**config.mk**
```make
export PLATFORM = sky130hd
export DESIGN_NAME = keyed_reset_ctl
export DESIGN_NICKNAME = d
export VERILOG_FILES = /design/src/rtl/krc_pkg.sv /design/src/rtl/krc_decode.sv /design/src/rtl/krc_lock.sv /design/src/rtl/krc_ctrl.sv /design/src/rtl/krc_rdmux.sv /design/src/rtl/keyed_reset_ctl.sv
export SDC_FILE = /design/constraint.sdc
export NUM_CORES = 1
export LEC_CHECK = 0
export ABC_AREA = 1
export BUFFER_PORTS_ARGS = -buffer_cell sky130_fd_sc_hd__buf_2
export CAP_MARGIN = 0
export CORE_MARGIN = 10
export CORE_UTILIZATION = 38
export DETAILED_ROUTE_END_ITERATION = 8
export GPL_TIMING_DRIVEN = 0
export PLACE_DENSITY_LB_ADDON = 0.12
export SLEW_MARGIN = 40
export SYNTH_ARGS = -nofsm -noshare
export SYNTH_HDL_FRONTEND = slang
export SYNTH_HIERARCHICAL = 1
export SYNTH_SLANG_ARGS = --single-unit
```
**constraint.sdc**
```tcl
create_clock -name clk -period 2.2 [get_ports clk]
set_clock_uncertainty 0.2 [all_clocks]
set_input_delay 0.66 -clock clk [delete_from_list [all_inputs] [get_ports clk]]
set_output_delay 0.66 -clock clk [all_outputs]
set_load 0.02 [all_outputs]
```
**src/rtl/krc_pkg.sv**
```systemverilog
package krc_pkg;

  // Decoded intent of the current bus cycle.
  typedef struct packed {
    logic wr_lock;
    logic wr_unlock;
    logic wr_ctrl;
    logic rd_ctrl;
    logic rd_stat;
  } krc_hit_t;

endpackage

```
**src/rtl/krc_decode.sv**
```systemverilog
module krc_decode
  import krc_pkg::*;
#(
  parameter int ADDR_W = 12,
  parameter logic [ADDR_W-1:0] LOCK_OFS   = 12'h004,
  parameter logic [ADDR_W-1:0] UNLOCK_OFS = 12'h008,
  parameter logic [ADDR_W-1:0] STAT_OFS   = 12'h00C,
  parameter logic [ADDR_W-1:0] CTRL_OFS   = 12'h240
) (
  input  logic [ADDR_W-1:0] addr,
  input  logic              we,
  output krc_hit_t          hit
);

  always_comb begin
    hit.wr_lock   = we && (addr == LOCK_OFS);
    hit.wr_unlock = we && (addr == UNLOCK_OFS);
    hit.wr_ctrl   = we && (addr == CTRL_OFS);
    hit.rd_ctrl   = (addr == CTRL_OFS);
    hit.rd_stat   = (addr == STAT_OFS);
  end

endmodule

```
**src/rtl/krc_lock.sv**
```systemverilog
module krc_lock #(
  parameter int DATA_W = 32,
  parameter logic [DATA_W-1:0] LOCK_KEY   = 32'h0000_767B,
  parameter logic [DATA_W-1:0] UNLOCK_KEY = 32'h0000_DF0D
) (
  input  logic              clk,
  input  logic              rst,
  input  logic              wr_lock,
  input  logic              wr_unlock,
  input  logic [DATA_W-1:0] wdata,
  output logic              locked_o
);

  logic lock_q;
  logic key_open;
  logic key_close;

  assign key_open  = wr_unlock && (wdata == UNLOCK_KEY);
  assign key_close = wr_lock && (wdata == LOCK_KEY);

  always_ff @(posedge clk) begin
    if (rst)            lock_q <= 1'b1;
    else if (key_open)  lock_q <= 1'b0;
    else if (key_close) lock_q <= 1'b1;
  end

  assign locked_o = lock_q;

  // leaves reset locked
  a_r1_locked_after_reset: assert property (@(posedge clk) disable iff (rst)
    $fell(rst) |-> locked_o);

  // exact unlock key opens the lock
  a_r2_unlock_opens: assert property (@(posedge clk) disable iff (rst)
    (wr_unlock && wdata == UNLOCK_KEY) |=> !locked_o);

  // exact lock key closes the lock
  a_r3_lock_closes: assert property (@(posedge clk) disable iff (rst)
    (wr_lock && wdata == LOCK_KEY) |=> locked_o);

  // wrong values at the key offsets leave the state alone
  a_r4_bad_key_no_effect: assert property (@(posedge clk) disable iff (rst)
    ((wr_unlock && wdata != UNLOCK_KEY) || (wr_lock && wdata != LOCK_KEY))
      |=> $stable(locked_o));

endmodule

```
**src/rtl/krc_ctrl.sv**
```systemverilog
module krc_ctrl #(
  parameter int NUM_RST = 4,
  parameter logic [NUM_RST-1:0] CTRL_INIT = '1
) (
  input  logic               clk,
  input  logic               rst,
  input  logic               wr_ctrl,
  input  logic               locked_i,
  input  logic [NUM_RST-1:0] wbits,
  output logic [NUM_RST-1:0] ctrl_o,
  output logic [NUM_RST-1:0] rst_n_o
);

  logic [NUM_RST-1:0] ctrl_q;

  always_ff @(posedge clk) begin
    if (rst)                        ctrl_q <= CTRL_INIT;
    else if (wr_ctrl && !locked_i)  ctrl_q <= wbits;
  end

  assign ctrl_o = ctrl_q;

  // a protected register keeps its value
  a_r5_locked_write_ignored: assert property (@(posedge clk) disable iff (rst)
    (wr_ctrl && locked_i) |=> $stable(ctrl_q));

  // an open register takes the low write bits
  a_r6_open_write_stored: assert property (@(posedge clk) disable iff (rst)
    (wr_ctrl && !locked_i) |=> (ctrl_q == $past(wbits)));

  // One output flip-flop per reset line.
  for (genvar i = 0; i < NUM_RST; i++) begin : g_line
    logic line_q;

    always_ff @(posedge clk) begin
      if (rst) line_q <= ~CTRL_INIT[i];
      else     line_q <= ~ctrl_q[i];
    end

    assign rst_n_o[i] = line_q;

    // each line follows its own bit, one clock behind
    a_r7_line_follows_bit: assert property (@(posedge clk) disable iff (rst)
      1'b1 |=> (rst_n_o[i] == !$past(ctrl_q[i])));
  end

endmodule

```
**src/rtl/krc_rdmux.sv**
```systemverilog
module krc_rdmux #(
  parameter int DATA_W  = 32,
  parameter int NUM_RST = 4
) (
  input  logic               clk,
  input  logic               rst,
  input  logic               rd_ctrl,
  input  logic               rd_stat,
  input  logic [NUM_RST-1:0] ctrl_i,
  input  logic               locked_i,
  output logic [DATA_W-1:0]  rdata_o
);

  localparam int CTRL_PAD = DATA_W - NUM_RST;
  localparam int STAT_PAD = DATA_W - 1;

  logic [DATA_W-1:0] rdata_d;
  logic [DATA_W-1:0] rdata_q;

  always_comb begin
    rdata_d = '0;
    if (rd_ctrl)      rdata_d = {{CTRL_PAD{1'b0}}, ctrl_i};
    else if (rd_stat) rdata_d = {{STAT_PAD{1'b0}}, locked_i};
  end

  always_ff @(posedge clk) begin
    if (rst) rdata_q <= '0;
    else     rdata_q <= rdata_d;
  end

  assign rdata_o = rdata_q;

  // status read returns the lock bit from the address cycle
  a_r8_stat_read: assert property (@(posedge clk) disable iff (rst)
    rd_stat |=> (rdata_o == {{STAT_PAD{1'b0}}, $past(locked_i)}));

  // unmapped offsets read as zero
  a_r8_other_zero: assert property (@(posedge clk) disable iff (rst)
    (!rd_stat && !rd_ctrl) |=> (rdata_o == '0));

endmodule

```
**src/rtl/keyed_reset_ctl.sv**
```systemverilog
module keyed_reset_ctl
  import krc_pkg::*;
#(
  parameter int ADDR_W  = 12,
  parameter int DATA_W  = 32,
  parameter int NUM_RST = 4,
  parameter logic [ADDR_W-1:0] LOCK_OFS   = 12'h004,
  parameter logic [ADDR_W-1:0] UNLOCK_OFS = 12'h008,
  parameter logic [ADDR_W-1:0] STAT_OFS   = 12'h00C,
  parameter logic [ADDR_W-1:0] CTRL_OFS   = 12'h240,
  parameter logic [DATA_W-1:0] LOCK_KEY   = 32'h0000_767B,
  parameter logic [DATA_W-1:0] UNLOCK_KEY = 32'h0000_DF0D,
  parameter logic [NUM_RST-1:0] CTRL_INIT = '1
) (
  input  logic               clk,
  input  logic               rst,
  input  logic [ADDR_W-1:0]  bus_addr,
  input  logic               bus_we,
  input  logic [DATA_W-1:0]  bus_wdata,
  output logic [DATA_W-1:0]  bus_rdata,
  output logic [NUM_RST-1:0] fab_rst_n,
  output logic               locked
);

  krc_hit_t           hit;
  logic [NUM_RST-1:0] ctrl;

  krc_decode #(
    .ADDR_W(ADDR_W), .LOCK_OFS(LOCK_OFS), .UNLOCK_OFS(UNLOCK_OFS),
    .STAT_OFS(STAT_OFS), .CTRL_OFS(CTRL_OFS)
  ) u_decode (
    .addr(bus_addr), .we(bus_we), .hit(hit)
  );

  krc_lock #(
    .DATA_W(DATA_W), .LOCK_KEY(LOCK_KEY), .UNLOCK_KEY(UNLOCK_KEY)
  ) u_lock (
    .clk(clk), .rst(rst), .wr_lock(hit.wr_lock), .wr_unlock(hit.wr_unlock),
    .wdata(bus_wdata), .locked_o(locked)
  );

  krc_ctrl #(
    .NUM_RST(NUM_RST), .CTRL_INIT(CTRL_INIT)
  ) u_ctrl (
    .clk(clk), .rst(rst), .wr_ctrl(hit.wr_ctrl), .locked_i(locked),
    .wbits(bus_wdata[NUM_RST-1:0]), .ctrl_o(ctrl), .rst_n_o(fab_rst_n)
  );

  krc_rdmux #(
    .DATA_W(DATA_W), .NUM_RST(NUM_RST)
  ) u_rdmux (
    .clk(clk), .rst(rst), .rd_ctrl(hit.rd_ctrl), .rd_stat(hit.rd_stat),
    .ctrl_i(ctrl), .locked_i(locked), .rdata_o(bus_rdata)
  );

endmodule

```
==> results of run 1 <==
-- stage by stage --
step                hold slack, ns  cell area [µm²]
detailed placement          0.2366             1411
CTS                         0.2447             1438
global placement            0.2282             1411
global route                0.2640             1438
floorplan                   0.2095             1099
finish                      0.2379             1438
-- registers in the layout, summed over array words and instances (netlist names) --
name and count:
u_rdmux/rdata_o 4, u_ctrl/ctrl_o 4, u_lock/locked_o 1, u_ctrl/g_line.line_q 4
-- worst paths after layout --
check | end | slack, ns | cells after the start
hold reg to reg | u_rdmux/rdata_o[2] | 0.24 | 2
setup reg to reg | u_ctrl/ctrl_o[2] | 1.20 | 4
setup / recovery | u_lock/locked_o | 0.49 | 12
hold / removal | u_rdmux/rdata_o[2] | 0.24 | 2
-- layer usage --
metal	global-route usage (%)	vias to the layer above
li1	-	586
met1	8.458	414
met2	16.27	48
met3	7.576	0
met4	3.226	0
met5	0	-
-- critical path, cell delays in order --
cell	delay, ns
buf_2	0.09
inv_1	0.04
nand2_1	0.05
nor2_2	0.13
nand3_2	0.10
nor2_1	0.10
nand4_1	0.08
nand3b_1	0.16
nor2_1	0.09
nand2_1	0.05
nand2_1	0.06
nand2_1	0.05
-- kinds of logic (layout without fill, tap and decap cells) --
kind of cell           count (synthesis)  count (layout)
AND/OR/NAND/NOR                       85              85
buffers and inverters                 60             119
flip-flops                            13              13
other                                  1              28
-- synth_stat cells (all sizes together) --
library cell / count
nand3b: 1
nand2: 28
nor2: 36
buf: 32
conb: 1
nor3: 1
nand3: 14
inv: 28
nand4: 5
dfxtp: 13
-- report_power, final --
group,switching (W),internal (W)
clock,0.0000699,0.0000701
sequential,0.00000000247,0.000235
combinational,0.0000857,0.0000727
-- placed cells by master (no fill, tap or decap) --
master / count
conb_1: 28
nor2_2: 5
buf_2: 55
buf_4: 32
inv_1: 26
nor2_1: 31
dfxtp_1: 13
nand2_1: 26
nand3_1: 13
nor3_2: 1
nand3b_1: 1
nand2_2: 2
nand4_2: 1
nand4_1: 4
clkbuf_4: 3
nand3_2: 1
clkbuf_1: 1
inv_2: 2
-- area by class of cell --
type	instances	area (µm²)
Buffer	32	240.2
Timing Repair Buffer	55	275.3
Multi-Input combinational cell	113	493.0
Fill cell	278	1062
Sequential cell	13	260.3
Inverter	28	105.1
Clock buffer	4	26.28
Tap cell	30	37.54
==> results.yml, run 1 <==
synth:
  synth_xor_xnor_area_share_pct: 0
  yosys_warnings: 6
  synth-compound-area-share_pct: 0
  syn_area_per_cell_um2: 6.272
  syn_inst: 159
  ys_ff_latch: 13
  synth_top_area_cell: "dfxtp_1"
  synth_area_um2: 997.2
  ys_seq_area_share_pct: 26.10
  yosys-top-cells-area: "dfxtp_1, buf_4, nor2_1"
  yosysUniqueCellTypes: 15
  synth_top_area_share_pct: 26.10
  synth_top_family_by_area: "simple AND/OR/NAND/NOR gates"
  synth_simple_gate_area_share_pct: 38.90
  synth_fa_ha_area_share_pct: 0
  muxShareOfSynthArea_pct: 0
pwr:
  vdd_drop_max_v: 0.0002333
  powerDensity_nw_per_um2: 371.1
  power_w: 0.0005335
  power_leakage_nw: 0.9479
min_path:
  hold_start: "u_ctrl/ctrl_o[2]"
  hold_path.class: "flop to flop"
clocking:
  cts_root_buffer: "clkbuf_4"
  clk_latency_ns: 0.27
  clk_pin_slew_worst_paths_ns: 0.08
  cts_tree: "yes"
  h-tree-depth: 1
  ctsHoldBuffers: 0
  cts_resized: 0
  cts_sinks: 13
  numCtsBuffers: 3
  clock_path_buffers: 2
  post_cts_buffers: 0
route:
  met3_length_um: 415
  top_layer_used: "met3"
  num_vias: 1048
  ant_nets: 0
  avgViaCountPerCell: 3.811
  dr.first_iter.drc_count: 11
  routed_wl_um: 2544
  dr_wl_met2_um: 1193
  drt-met1-wl_um: 935
  drc: 0
  wl_per_cell_um: 9.251
  drt_pass1_iterations: 4
placement:
  place.gp.congestion: 0.7256
  io_buffers: 55
  hpwlAfterDp_um: 2419
  place_ws_ns: 0.2054
  dp.cells: 271
setup_path:
  endpoint_kind: "flop"
  critPathArrivalTime_ns: 1.67
  critPathKind: "input port to flop"
  r2r-start: "u_lock/locked_o"
  startpoint: "bus_addr[10]"
  required_ns: 2.16
  critPathLaunchType: "input port"
  cp_max_fo: 3
grt:
  antenna_found_initial: 0
  grt_max_degree: 9
  globalRoute.totalOverflow: 0
  grt_use_total_pct: 9.594
  grt_pass1_wl_um: 4153
  grt_pass1_vias: 1091
sta:
  hold_viol: 0
  fmax_mhz: 586.4
  fin_crit_ns: 1.705
  fin_ws_ns: 0.4948
  tns_ns: 0
  rsz0062_at_grt: "false"
  drv_slew: 0
  fin_crit_sh_pct: 77.51
  setup_viol_count_final: 0
floorplan:
  die_area_um2: 5073
  die_w_um: 71.23
  rows: 18
  ios: 84
  die_h_um: 71.23
  core_um2: 2500
  initial_core_util_pct: 39.89
final_layout:
  drive_above_1_share_pct: 41.63
  syn2layout_area_growth_pct: 44.17
  num-nets-final: 293
  instances_no_fill: 275
  diodes: 0
  utilization_pct: 57.51
outcome:
  outcome: "finished, final reports clean"
run:
  drv_cap: 0
No activity file was read; power rests on OpenSTA's default activity.
==> run 2, diff against run 1 <==
Clock period 2.2 ns to 1.7 ns, I/O delays scaled along.
==> run 2 against run 1 <==
Hold slack is essentially flat. Global-route usage unchanged. Critical path depth decreased by 3. Design area increased by 2.6%. Clock-buffer cell count unchanged. Highest routed layer unchanged. Flip-flop and latch count unchanged. Critical endpoint is now u_ctrl/ctrl_o[2]. Combinational power up 36%. Worst setup slack got worse by 0.34 ns. Via count grew 0.95%. Non-clock buffer count is the same. Register-to-register slack lost 0.50 ns.
==> results.yml, run 2 (synthesized netlist as in run 1, its figures left out) <==
outcome:
  outcome: "finished, final reports clean"
grt:
  antenna_found_initial: 0
  grt_pass1_vias: 1091
  globalRoute.totalOverflow: 0
  grt_max_degree: 9
  grt_use_total_pct: 9.594
  grt_pass1_wl_um: 4153
clocking:
  clock_path_buffers: 2
  h-tree-depth: 1
  cts_root_buffer: "clkbuf_4"
  clk_latency_ns: 0.27
  clk_pin_slew_worst_paths_ns: 0.08
  numCtsBuffers: 3
  cts_tree: "yes"
  cts_sinks: 13
floorplan:
  core_um2: 2500
  die_h_um: 71.23
  die_area_um2: 5073
  ios: 84
  initial_core_util_pct: 39.89
  rows: 18
  die_w_um: 71.23
final_layout:
  final_cell_area_um2: 1475
  diodes: 0
  drive_above_1_share_pct: 45.71
  num-nets-final: 293
  syn2layout_area_growth_pct: 47.93
  final_common_cell: "buf_2"
  instances_no_fill: 275
  layout_common_cells: "buf_2, buf_4, nor2_1, conb_1, nand2_1"
  n_fill_cell: 276
  utilization_pct: 59.01
min_path:
  hold_start: "u_ctrl/ctrl_o[2]"
  hold_path.class: "flop to flop"
  holdPathStages: 2
  min_to: "u_rdmux/rdata_o[2]"
setup_path:
  cp_slowest_cell: "nor2_1"
  required_ns: 1.65
  r2r_setup_slack_ns: 0.70
  cpPeakStageDelay_ns: 0.27
  r2r-start: "u_lock/locked_o"
  critPathArrivalTime_ns: 1.50
  cp_max_fo: 5
  critPathLaunchType: "input port"
  worstRegToRegCells: 4
  r2r_end: "u_ctrl/ctrl_o[2]"
  endpoint_kind: "flop"
  critPathKind: "input port to flop"
  crit_chain: "buf_2 -> inv_1 -> nand2_1 -> nor2_1 -> nand3_1 -> nor2_1 -> nand2_2 -> nand2_1 -> nand3_1"
route:
  ant_nets: 0
  drt_pass1_iterations: 4
  dr.first_iter.drc_count: 12
  routed_wl_um: 2577
  avgViaCountPerCell: 3.847
  drc: 0
  num_vias: 1058
  wl_per_cell_um: 9.371
sta:
  fin_crit_sh_pct: 91.07
  setup_viol_count_final: 0
  hold_viol: 0
  fmax_mhz: 645.9
  rsz0062_at_grt: "true"
  fin_crit_ns: 1.548
  drv_slew: 0
  holdWs_ns: 0.2382
placement:
  place_area_um2: 1411
  io_buffers: 55
  place.gp.congestion: 0.7256
  dp.cells: 271
  hpwlAfterDp_um: 2419
pwr:
  vdd_drop_max_v: 0.0003133
  power_leakage_nw: 0.9489
  powerDensity_nw_per_um2: 474.5
run:
  drv_cap: 0
==> run 2: changes by cell type in the layout (fill, tap and decap cells not counted) <==
cell     change
inv_2        +5
nand3_1      -1
buf_6        +2
nor2_2       -1
nand3_2      +1
nand2_1      -3
nor2_1       -1
buf_2        -2
nand2_2      +3
inv_1        -5
nor2_4       +2
==> run 2: routing by layer <==
| layer | global-route usage (%) | vias up | part of all wire (%) |
|---|---|---|---|
| li1 | - | 586 | - |
| met1 | 8.458 | 424 | 37 |
| met2 | 16.27 | 48 | 47 |
| met3 | 7.576 | 0 | 16 |
| met4 | 3.226 | 0 | 0 |
| met5 | 0 | - | 0 |
==> run 2: worst max-delay path by stage <==
stage,from,endpoint,depth (start not counted)
5_1_grt,bus_addr[0],u_lock/locked_o,14
4_1_cts,u_lock/locked_o,locked,1
2_1_floorplan,bus_addr[10],u_lock/locked_o,11
3_5_place_dp,bus_addr[10],u_lock/locked_o,12
6_report,bus_addr[2],u_ctrl/ctrl_o[2],9
3_3_place_gp,bus_addr[10],u_lock/locked_o,12
==> run 2: repair_timing <==
| action | 4_1_cts | 5_1_grt |
|---|---|---|
| resized for setup | 0 | 14 |
| setup endpoints to repair | 0 | 1 |
| setup buffers | 0 | 0 |
| hold buffers | 0 | 0 |
==> run 2: worst max-delay path: cells and delay by family <==
| family | cells | cell delay [ns] |
|---|---|---|
| buffers and inverters | 2 | 0.20 |
| and+or+nand+nor | 7 | 0.80 |
==> run 2: where the power goes <==
part	total, W	internal, W	switching, W
clock	0.000181	0.0000908	0.0000903
sequential	0.000304	0.000304	0.00000000320
combinational	0.000215	0.0000989	0.000116
==> run 2: cell type report <==
cell class / instances / area [µm²] / share of cell area (%)
well taps: 30 / 37.54 / 2.545
flip-flops and latches: 13 / 260.3 / 17.64
plain buffers: 32 / 240.2 / 16.29
repair buffers: 55 / 287.8 / 19.51
clock buffers: 4 / 26.28 / 1.781
multi-input cells: 113 / 518.0 / 35.11
inverters: 28 / 105.1 / 7.125
==> run 2: stage by stage <==
| step | setup slack (ns) | total power [W] | setup TNS (ns) |
|---|---|---|---|
| after global routing | -0.06416 | 0.0007465 | -0.06416 |
| after global placement | -0.1396 | 0.0005111 | -0.5531 |
| after detailed placement | -0.1446 | 0.0005127 | -0.5940 |
| after floorplan | 0.07887 | 0.0004486 | 0 |
| after CTS | 0.1216 | 0.0006984 | 0 |
| final | 0.1518 | 0.0007000 | 0 |
